===== src/rtl/pll_bringup_seq.sv =====
module pll_bringup_seq #(
  parameter int ADDR_W     = 12,
  parameter int SETTLE_CYC = 125,
  parameter int POLL_CYC   = 250000,
  parameter bit [ADDR_W-1:0] CFG_CPU_ADDR = 'h010,
  parameter bit [ADDR_W-1:0] CFG_DDR_ADDR = 'h014,
  parameter bit [ADDR_W-1:0] CLK_CTL_ADDR = 'h018,
  parameter bit [ADDR_W-1:0] DIT_DDR_ADDR = 'h01C,
  parameter bit [ADDR_W-1:0] DIT_CPU_ADDR = 'h020,
  parameter bit [ADDR_W-1:0] CAL_CPU_BASE = 'h100,
  parameter bit [ADDR_W-1:0] CAL_DDR_BASE = 'h200
) (
  input  logic              clk,
  input  logic              rst_n,
  input  logic              start,
  input  logic              strap_40m,
  input  logic [31:0]       cpu_cfg_word,
  input  logic [31:0]       ddr_cfg_word,
  output logic              bus_wr,
  output logic              bus_rd,
  output logic [ADDR_W-1:0] bus_addr,
  output logic [31:0]       bus_wdata,
  input  logic [31:0]       bus_rdata,
  input  logic              bus_ready,
  output logic              busy,
  output logic              done,
  output logic              timeout_err
);
  localparam int CNT_MAX = (SETTLE_CYC > POLL_CYC) ? SETTLE_CYC : POLL_CYC;
  localparam int CNT_W   = $clog2(CNT_MAX + 1);
  localparam logic [4:0] ST_PASS = 5'd5, ST_UNBYP = 5'd18, ST_LAST = 5'd22;
  localparam logic [31:0] BIT30 = 32'h4000_0000;

  typedef enum logic [2:0] {OP_WR, OP_SET, OP_CLR, OP_WAIT, OP_POLL, OP_CHK} op_e;

  logic [4:0]       step;
  logic             ph, pll, strap_q;
  logic [CNT_W-1:0] cnt;
  logic [31:0]      hold, cpu_q, ddr_q;
  op_e              op;
  logic [31:0]      val;

  wire [ADDR_W-1:0] cal  = pll ? CAL_DDR_BASE : CAL_CPU_BASE;
  wire [31:0]       init = pll ? (strap_q ? 32'h4168_0000 : 32'h2968_0000)
                               : (strap_q ? 32'h41C0_0000 : 32'h29C0_0000);

  always_comb begin
    op = OP_WR; bus_addr = cal; val = '0;
    case (step)
      5'd0, 5'd1, 5'd2: begin op = OP_SET; bus_addr = CLK_CTL_ADDR; val = 32'd4 << step; end
      5'd3:  begin bus_addr = CFG_CPU_ADDR; val = cpu_q | BIT30; end
      5'd4:  begin bus_addr = CFG_DDR_ADDR; val = ddr_q | BIT30; end
      5'd5:  begin bus_addr = cal + ADDR_W'(4); val = 32'h1081_0F00; end
      5'd6:  val = init;
      5'd7:  begin bus_addr = cal + ADDR_W'(4); val = 32'hD081_0F00; end
      5'd8:  begin bus_addr = cal + ADDR_W'(8); val = 32'h0300_0000; end
      5'd9:  begin bus_addr = cal + ADDR_W'(4); val = 32'hD080_0F00; end
      5'd10, 5'd15: begin op = OP_CLR; bus_addr = cal + ADDR_W'(8); val = BIT30; end
      5'd12: begin op = OP_SET; bus_addr = cal + ADDR_W'(8); val = BIT30; end
      5'd11, 5'd13, 5'd16: op = OP_WAIT;
      5'd14: begin op = OP_POLL; bus_addr = cal + ADDR_W'(12); end
      5'd17: begin op = OP_CHK; bus_addr = cal + ADDR_W'(8); end
      5'd18, 5'd19, 5'd20: begin op = OP_CLR; bus_addr = CLK_CTL_ADDR; val = 32'd4 << (step - 5'd18); end
      5'd21: begin bus_addr = DIT_DDR_ADDR; val = 32'h7810_0000; end
      default: begin bus_addr = DIT_CPU_ADDR; val = 32'h00C0_0000; end
    endcase
  end

  wire rmw = (op == OP_SET) || (op == OP_CLR);
  assign bus_wr    = busy && ((op == OP_WR) || (rmw && ph));
  assign bus_rd    = busy && ((rmw && !ph) || (op == OP_POLL) || (op == OP_CHK));
  assign bus_wdata = (op == OP_WR) ? val : (op == OP_SET) ? (hold | val) : (hold & ~val);

  wire meas_bad = bus_rdata[22:3] >= 20'h40000;

  always_ff @(posedge clk or negedge rst_n) begin
    if (!rst_n) begin
      busy <= 1'b0; done <= 1'b0; timeout_err <= 1'b0;
      step <= '0; ph <= 1'b0; pll <= 1'b0; cnt <= '0; hold <= '0;
      strap_q <= 1'b0; cpu_q <= '0; ddr_q <= '0;
    end else begin
      done <= 1'b0;
      if (!busy) begin
        if (start) begin
          busy <= 1'b1; step <= '0; ph <= 1'b0; pll <= 1'b0; cnt <= '0;
          timeout_err <= 1'b0; strap_q <= strap_40m;
          cpu_q <= cpu_cfg_word; ddr_q <= ddr_cfg_word;
        end
      end else begin
        case (op)
          OP_WR:
            if (bus_ready) begin
              if (step == ST_LAST) begin busy <= 1'b0; done <= 1'b1; end
              else step <= step + 5'd1;
            end
          OP_SET, OP_CLR:
            if (bus_ready) begin
              if (!ph) begin hold <= bus_rdata; ph <= 1'b1; end
              else begin ph <= 1'b0; step <= step + 5'd1; end
            end
          OP_WAIT:
            if (cnt == CNT_W'(SETTLE_CYC - 1)) begin cnt <= '0; step <= step + 5'd1; end
            else cnt <= cnt + 1'b1;
          OP_POLL: begin
            if (bus_ready && (bus_rdata[3] || cnt >= CNT_W'(POLL_CYC - 1))) begin
              if (!bus_rdata[3]) timeout_err <= 1'b1;
              cnt <= '0; step <= step + 5'd1;
            end else if (cnt < CNT_W'(POLL_CYC - 1)) cnt <= cnt + 1'b1;
          end
          default:
            if (bus_ready) begin
              if (meas_bad) step <= ST_PASS;
              else if (!pll) begin pll <= 1'b1; step <= ST_PASS; end
              else step <= ST_UNBYP;
            end
        endcase
      end
    end
  end
endmodule



===== config.mk =====
export PLATFORM = sky130hd
export DESIGN_NAME = pll_bringup_seq
export DESIGN_NICKNAME = d
export VERILOG_FILES = /design/src/rtl/pll_bringup_seq.sv
export SDC_FILE = /design/constraint.sdc
export NUM_CORES = 1
export LEC_CHECK = 0
export CORE_ASPECT_RATIO = 0.5
export CORE_MARGIN = 1
export CORE_UTILIZATION = 56
export CTS_BUF_LIST = sky130_fd_sc_hd__clkbuf_4 sky130_fd_sc_hd__clkbuf_8 sky130_fd_sc_hd__clkbuf_16
export DETAILED_ROUTE_END_ITERATION = 8
export PLACE_DENSITY = 0.87
export SETUP_SLACK_MARGIN = 0.4
export SLEW_MARGIN = 20
export SYNTH_ARGS = -nofsm -noshare
export SYNTH_HDL_FRONTEND = slang
export SYNTH_SLANG_ARGS = --single-unit

===== constraint.sdc =====
create_clock -name clk -period 11 [get_ports clk]
set_clock_uncertainty 0.15 [all_clocks]
set_input_delay 2.2 -clock clk [delete_from_list [all_inputs] [get_ports clk]]
set_output_delay 2.2 -clock clk [all_outputs]
set_load 0.02 [all_outputs]

# After elaboration in Yosys (flattened, before gate mapping)
# Cells that the tools add are included.
# word_totals
ff_bits	125
inputBits	101
elab_cells	154
# op_classes
n_addsub	6
n_lt_le_gt_ge	3
eq_ne	44
n_shift	2
mux	49
n_bitwise	5
reduce_logical	34
# ops
op	n
$pmux W32 S12	1
$mux W31	3
$mux W18	5
$pmux W11 S8	1
$mux W32	2
$shl A3 B5 Y32 const A	2
$mux W5	11
$eq A5 B4 Y1 const B	8
$pmux W18 S2	1
$eq A5 B5 Y1 const B	7
$and A32 B32 Y32	1
$not A32 Y32	1
$or A32 B32 Y32	1
$add A10 B4 Y11 const B	2
$mux W1	22
$eq A5 B3 Y1 const B	4
$ge A20 B19 Y1 const B	1
$pmux W5 S4	1
$reduce_or A5 Y1	4
$add A18 B1 Y18 const B	1
$eq A18 B7 Y1 const B	1
$ge A18 B18 Y1 const B	1
$lt A18 B18 Y1 const B	1
$ne A3 B3 Y1 const B	5
30 further kinds	56

# Longest topological paths before layout
# depth
depth_word	9
ltp_mapped	12
mapped_depth_nobuf	9

# Least setup slack after synthesis
# OpenSTA, ideal clock, no wires.
# synth_path
kind	flip-flop to output port
startpoint	register step[1]
endpoint	output bus_wdata[2]
arrival_ps	2989
setup_slack_ps	5661
path_stages_with_launch	12
path_buffers	3
cell_sequence	dfrtp_1 -> clkbuf_1 -> inv_1 -> ha_1 -> clkbuf_1 -> nand2_1 -> a21boi_0 -> nand2_1 -> and3b_1 -> clkbuf_1 -> a222oi_1 -> mux2i_1
# synth_between
elab_chain_len	7
elab_cells_between_ends	41
classes_between	add/sub (1); eq/ne (22); shift (2); mux (4); bitwise (3); reduce/logical (9)
# synth_lines
element	line_no	source
start: declaration	36	logic [4:0] step;
start signal: assignment	94	else step <= step + 5'd1;
$sub A5 B5 Y5, or another cell as far along	63	5'd18, 5'd19, 5'd20: begin op = OP_CLR; bus_addr = CLK_CTL_ADDR; val = 32'd4 << (step - 5'd18); end
$shl A3 B5 Y32, or another cell as far along	63	
$pmux W32 S12	49	case (step)
$not A32 Y32	72	assign bus_wdata = (op == OP_WR) ? val : (op == OP_SET) ? (hold | val) : (hold & ~val);
$and A32 B32 Y32	72	
$mux W32	72	
$mux W32 *	72	
end: declaration	22	output logic [31:0] bus_wdata,
# Every way passes the cells marked *; elsewhere a longest branch is shown, timed or not.

# Final worst setup path
# layout_path
startpoint	register step[0]
endpoint	output bus_wdata[11]
# Same word-level chain as after synthesis.

==> impl_metrics.yaml <==
sta:
  finalWorstSetupSlack_ns: 3.94
  setup_violations: 0
  fmax_mhz: 142
  hold_viol: 0
  drv_slew: 0
  hold_ws_ns: 0.325
  finalCriticalPeriod_ns: 7.06
  period_share: 0.641
  worst_pin_slew_ns: 0.839
  grt_setup_unrepaired: "false"
  slew-limit-headroom: 0.435
  fin_setup_tns_ns: 0
worst_setup_path:
  critPathLaunchType: "flop"
  cp_max_fo: 16
  crit_path_top_delay_cell: "clkdlybuf4s50_1"
  end_kind: "output port"
  rrSetupSlack_ns: 7.01
  arrival_ns: 4.71
  cpMostUsedCell: "nand2_1"
  cpPeakStageDelay_ns: 0.64
  worstPathCellList: "inv_1 -> ha_1 -> nand2_1 -> a21boi_0 -> nand2_1 -> nor2b_1 -> nand2_1 -> o21ai_0 -> mux2i_1 -> clkdlybuf4s50_1"
  required_ns: 8.65
  crit_type: "reg -> out"
placed_design:
  io_buffer_count: 141
  gp_congestion: 0.957
  placed_area_sq_um: 8410
  dp_hpwl_um: 13400
  dp_slack_ns: 4.57
global_route:
  overflow: 0
  grt_pass1_wl_um: 31700
  grt_max_degree: 86
  antenna_found_initial: 0
  track_usage: 0.316
  grt_pass1_vias: 6088
run:
  max_cap_violations: 0
detailed_routing:
  drt_wl_total_um: 20200
  top_layer_used: "met4"
  first_pass_iters: 8
  initialDrtViolationCount: 698
  routedWlPerCell_um: 18.7
  wl_met1_um: 8460
  wl_met3_um: 1700
  ant_nets: 0
  wl_met2_um: 9690
  vias: 6441
  post-route-drc-count: 0
  viasPerCell: 5.97
clocking:
  clk-insertion-delay-late_ns: 0.41
  cts_sinks: 123
  cts_tree: "built"
  clk_pin_slew_ns: 0.06
  post-cts-setup-buffer-count: 0
  h-tree-depth: 4
  numCtsBuffers: 17
  cts.repair.resized: 0
  root_buffer: "clkbuf_16"
  clk_path_buf_depth: 2
  cts_hold_buf: 0
yosys:
  synth-seq-cells: 123
  synthFlopType: "dfrtp_1"
  synth-edff-count: 0
  async_reset_ff_frac: 1.00
  synth_area_per_cell_sq_um: 8.92
  yosysSeqAreaShare: 0.441
  yosysWarnings: 0
  syn_inst: 783
  synth_area_sq_um: 6980
  synth_cell_type_count: 73
floorplanning:
  initial_utilization: 0.583
  die_h_um: 81.0
  rows: 28
  core_area_sq_um: 12000
  io-pin-count: 150
  die_width_um: 160
  die_area_sq_um: 12900
layout:
  stdcell_area_sq_um: 9010
  area_growth_pct: 29.1
  nFillCells: 840
  diodes: 0
  nNetsFinal: 1010
  drive_gt1_frac: 0.106
pwr:
  irDropWorstVdd_uv: 217
  leakage_nw: 4.08
  finalPower_mw: 2.99
  p_per_area_nw_per_um2: 332
run_status:
  outcome: "finished, final reports clean"
worst_hold_path:
  holdCritPathClass: "reg -> reg"
synthesized netlist by cell type (5+ instances only):
cell type / instances / share of area
nand2_1: 245 / 0.13
dfrtp_1: 123 / 0.44
clkbuf_1: 38 / 0.020
nor2_1: 34 / 0.018
o21ai_0: 30 / 0.022
mux2_2: 29 / 0.047
a21oi_1: 23 / 0.016
inv_1: 21 / 0.011
mux2i_1: 17 / 0.024
nand3_1: 16 / 0.011
a22o_1: 15 / 0.019
a222oi_1: 14 / 0.020
buf_4: 12 / 0.013
nor3_1: 11 / 0.0079
a31oi_1: 10 / 0.0090
and3_1: 10 / 0.0090
a221oi_1: 9 / 0.011
ha_1: 9 / 0.016
nor2b_1: 9 / 0.0081
a21o_1: 7 / 0.0075
nor4_1: 7 / 0.0063
and2_1: 5 / 0.0045
nand2b_1: 5 / 0.0045
metal layers:
| metal | vias to the layer above | GRT usage |
|---|---|---|
| li1 | 2979 | - |
| met1 | 3106 | 0.413 |
| met2 | 319 | 0.541 |
| met3 | 37 | 0.0618 |
| met4 | 0 | 0.0952 |
| met5 | - | 0 |
worst paths after layout:
kind | from | end | depth (start not counted)
hold reg to reg | cpu_q[2] | cpu_q[2] | 2
min in group asynchronous | rst_n | hold[14] | 1
setup reg to reg | step[0] | cnt[7] | 8
max in group asynchronous | rst_n | cnt[10] | 2
hold / removal | cpu_q[2] | cpu_q[2] | 2
setup / recovery | step[0] | bus_wdata[11] | 10
kinds of logic (layout without fill, tap and decap cells):
group / after synthesis / after routing / synth area share
AO/OA/AOI/OAI: 159 / 159 / 0.179
XOR/XNOR: 2 / 2 / 0.00520
adder cells (fa/ha/maj): 9 / 9 / 0.0161
buffers and inverters: 76 / 201 / 0.0509
flip-flops: 123 / 123 / 0.441
multiplexers: 50 / 50 / 0.0776
other: 1 / 6 / 0.000537
AND/OR/NAND/NOR: 363 / 363 / 0.230
cells in the final DEF, fill, tap and decap left out, types with 15 or more instances in the layout:
cell type and count:
mux2_2 29, a21oi_1 23, nand3_1 16, dfrtp_1 123, clkdlybuf4s50_1 140, a22o_1 15
nand2_1 245, o21ai_0 30, clkbuf_16 17, nor2_1 32, mux2i_1 17, inv_1 21
area by class of cell:
class	instances	area [sq um]	share of cell area
Multi-Input combinational cell	589	3580	0.398
Sequential cell	123	3080	0.342
Timing Repair Buffer	148	1470	0.163
Clock buffer	18	439	0.0487
Tap cell	165	206	0.0229
Clock inverter	14	160	0.0178
Inverter	21	78.8	0.00875
per-stage QoR:
step                std cells   util
floorplan                 788      -
global placement         1046  0.702
detailed placement       1046  0.702
CTS                      1078  0.752
global route             1078  0.752
finish                   1078  0.752
power by group:
group / switching (mW) / internal, mW / leakage, nW
combinational: 0.903 / 0.700 / 2.25
clock: 0.228 / 0.345 / 0.286
sequential: 0.166 / 0.650 / 1.54
flip-flops by register name (all words and copies together), names as in the netlist, 5 cells and up:
| signal | flops |
|---|---|
| cnt | 18 |
| cpu_q | 31 |
| ddr_q | 31 |
| hold | 32 |
| step | 5 |
worst max-delay path: cells and delay by family (launching register included):
kind                       cells  cell delay, ns
AOI/OAI and AO/OA              2            0.85
adders and majority gates      1            0.47
buffers and inverters          2            1.05
DFF                            1            0.63
muxes                          1            0.23
and+or+nand+nor                4            1.06
Power figures use the tool's default switching activity.
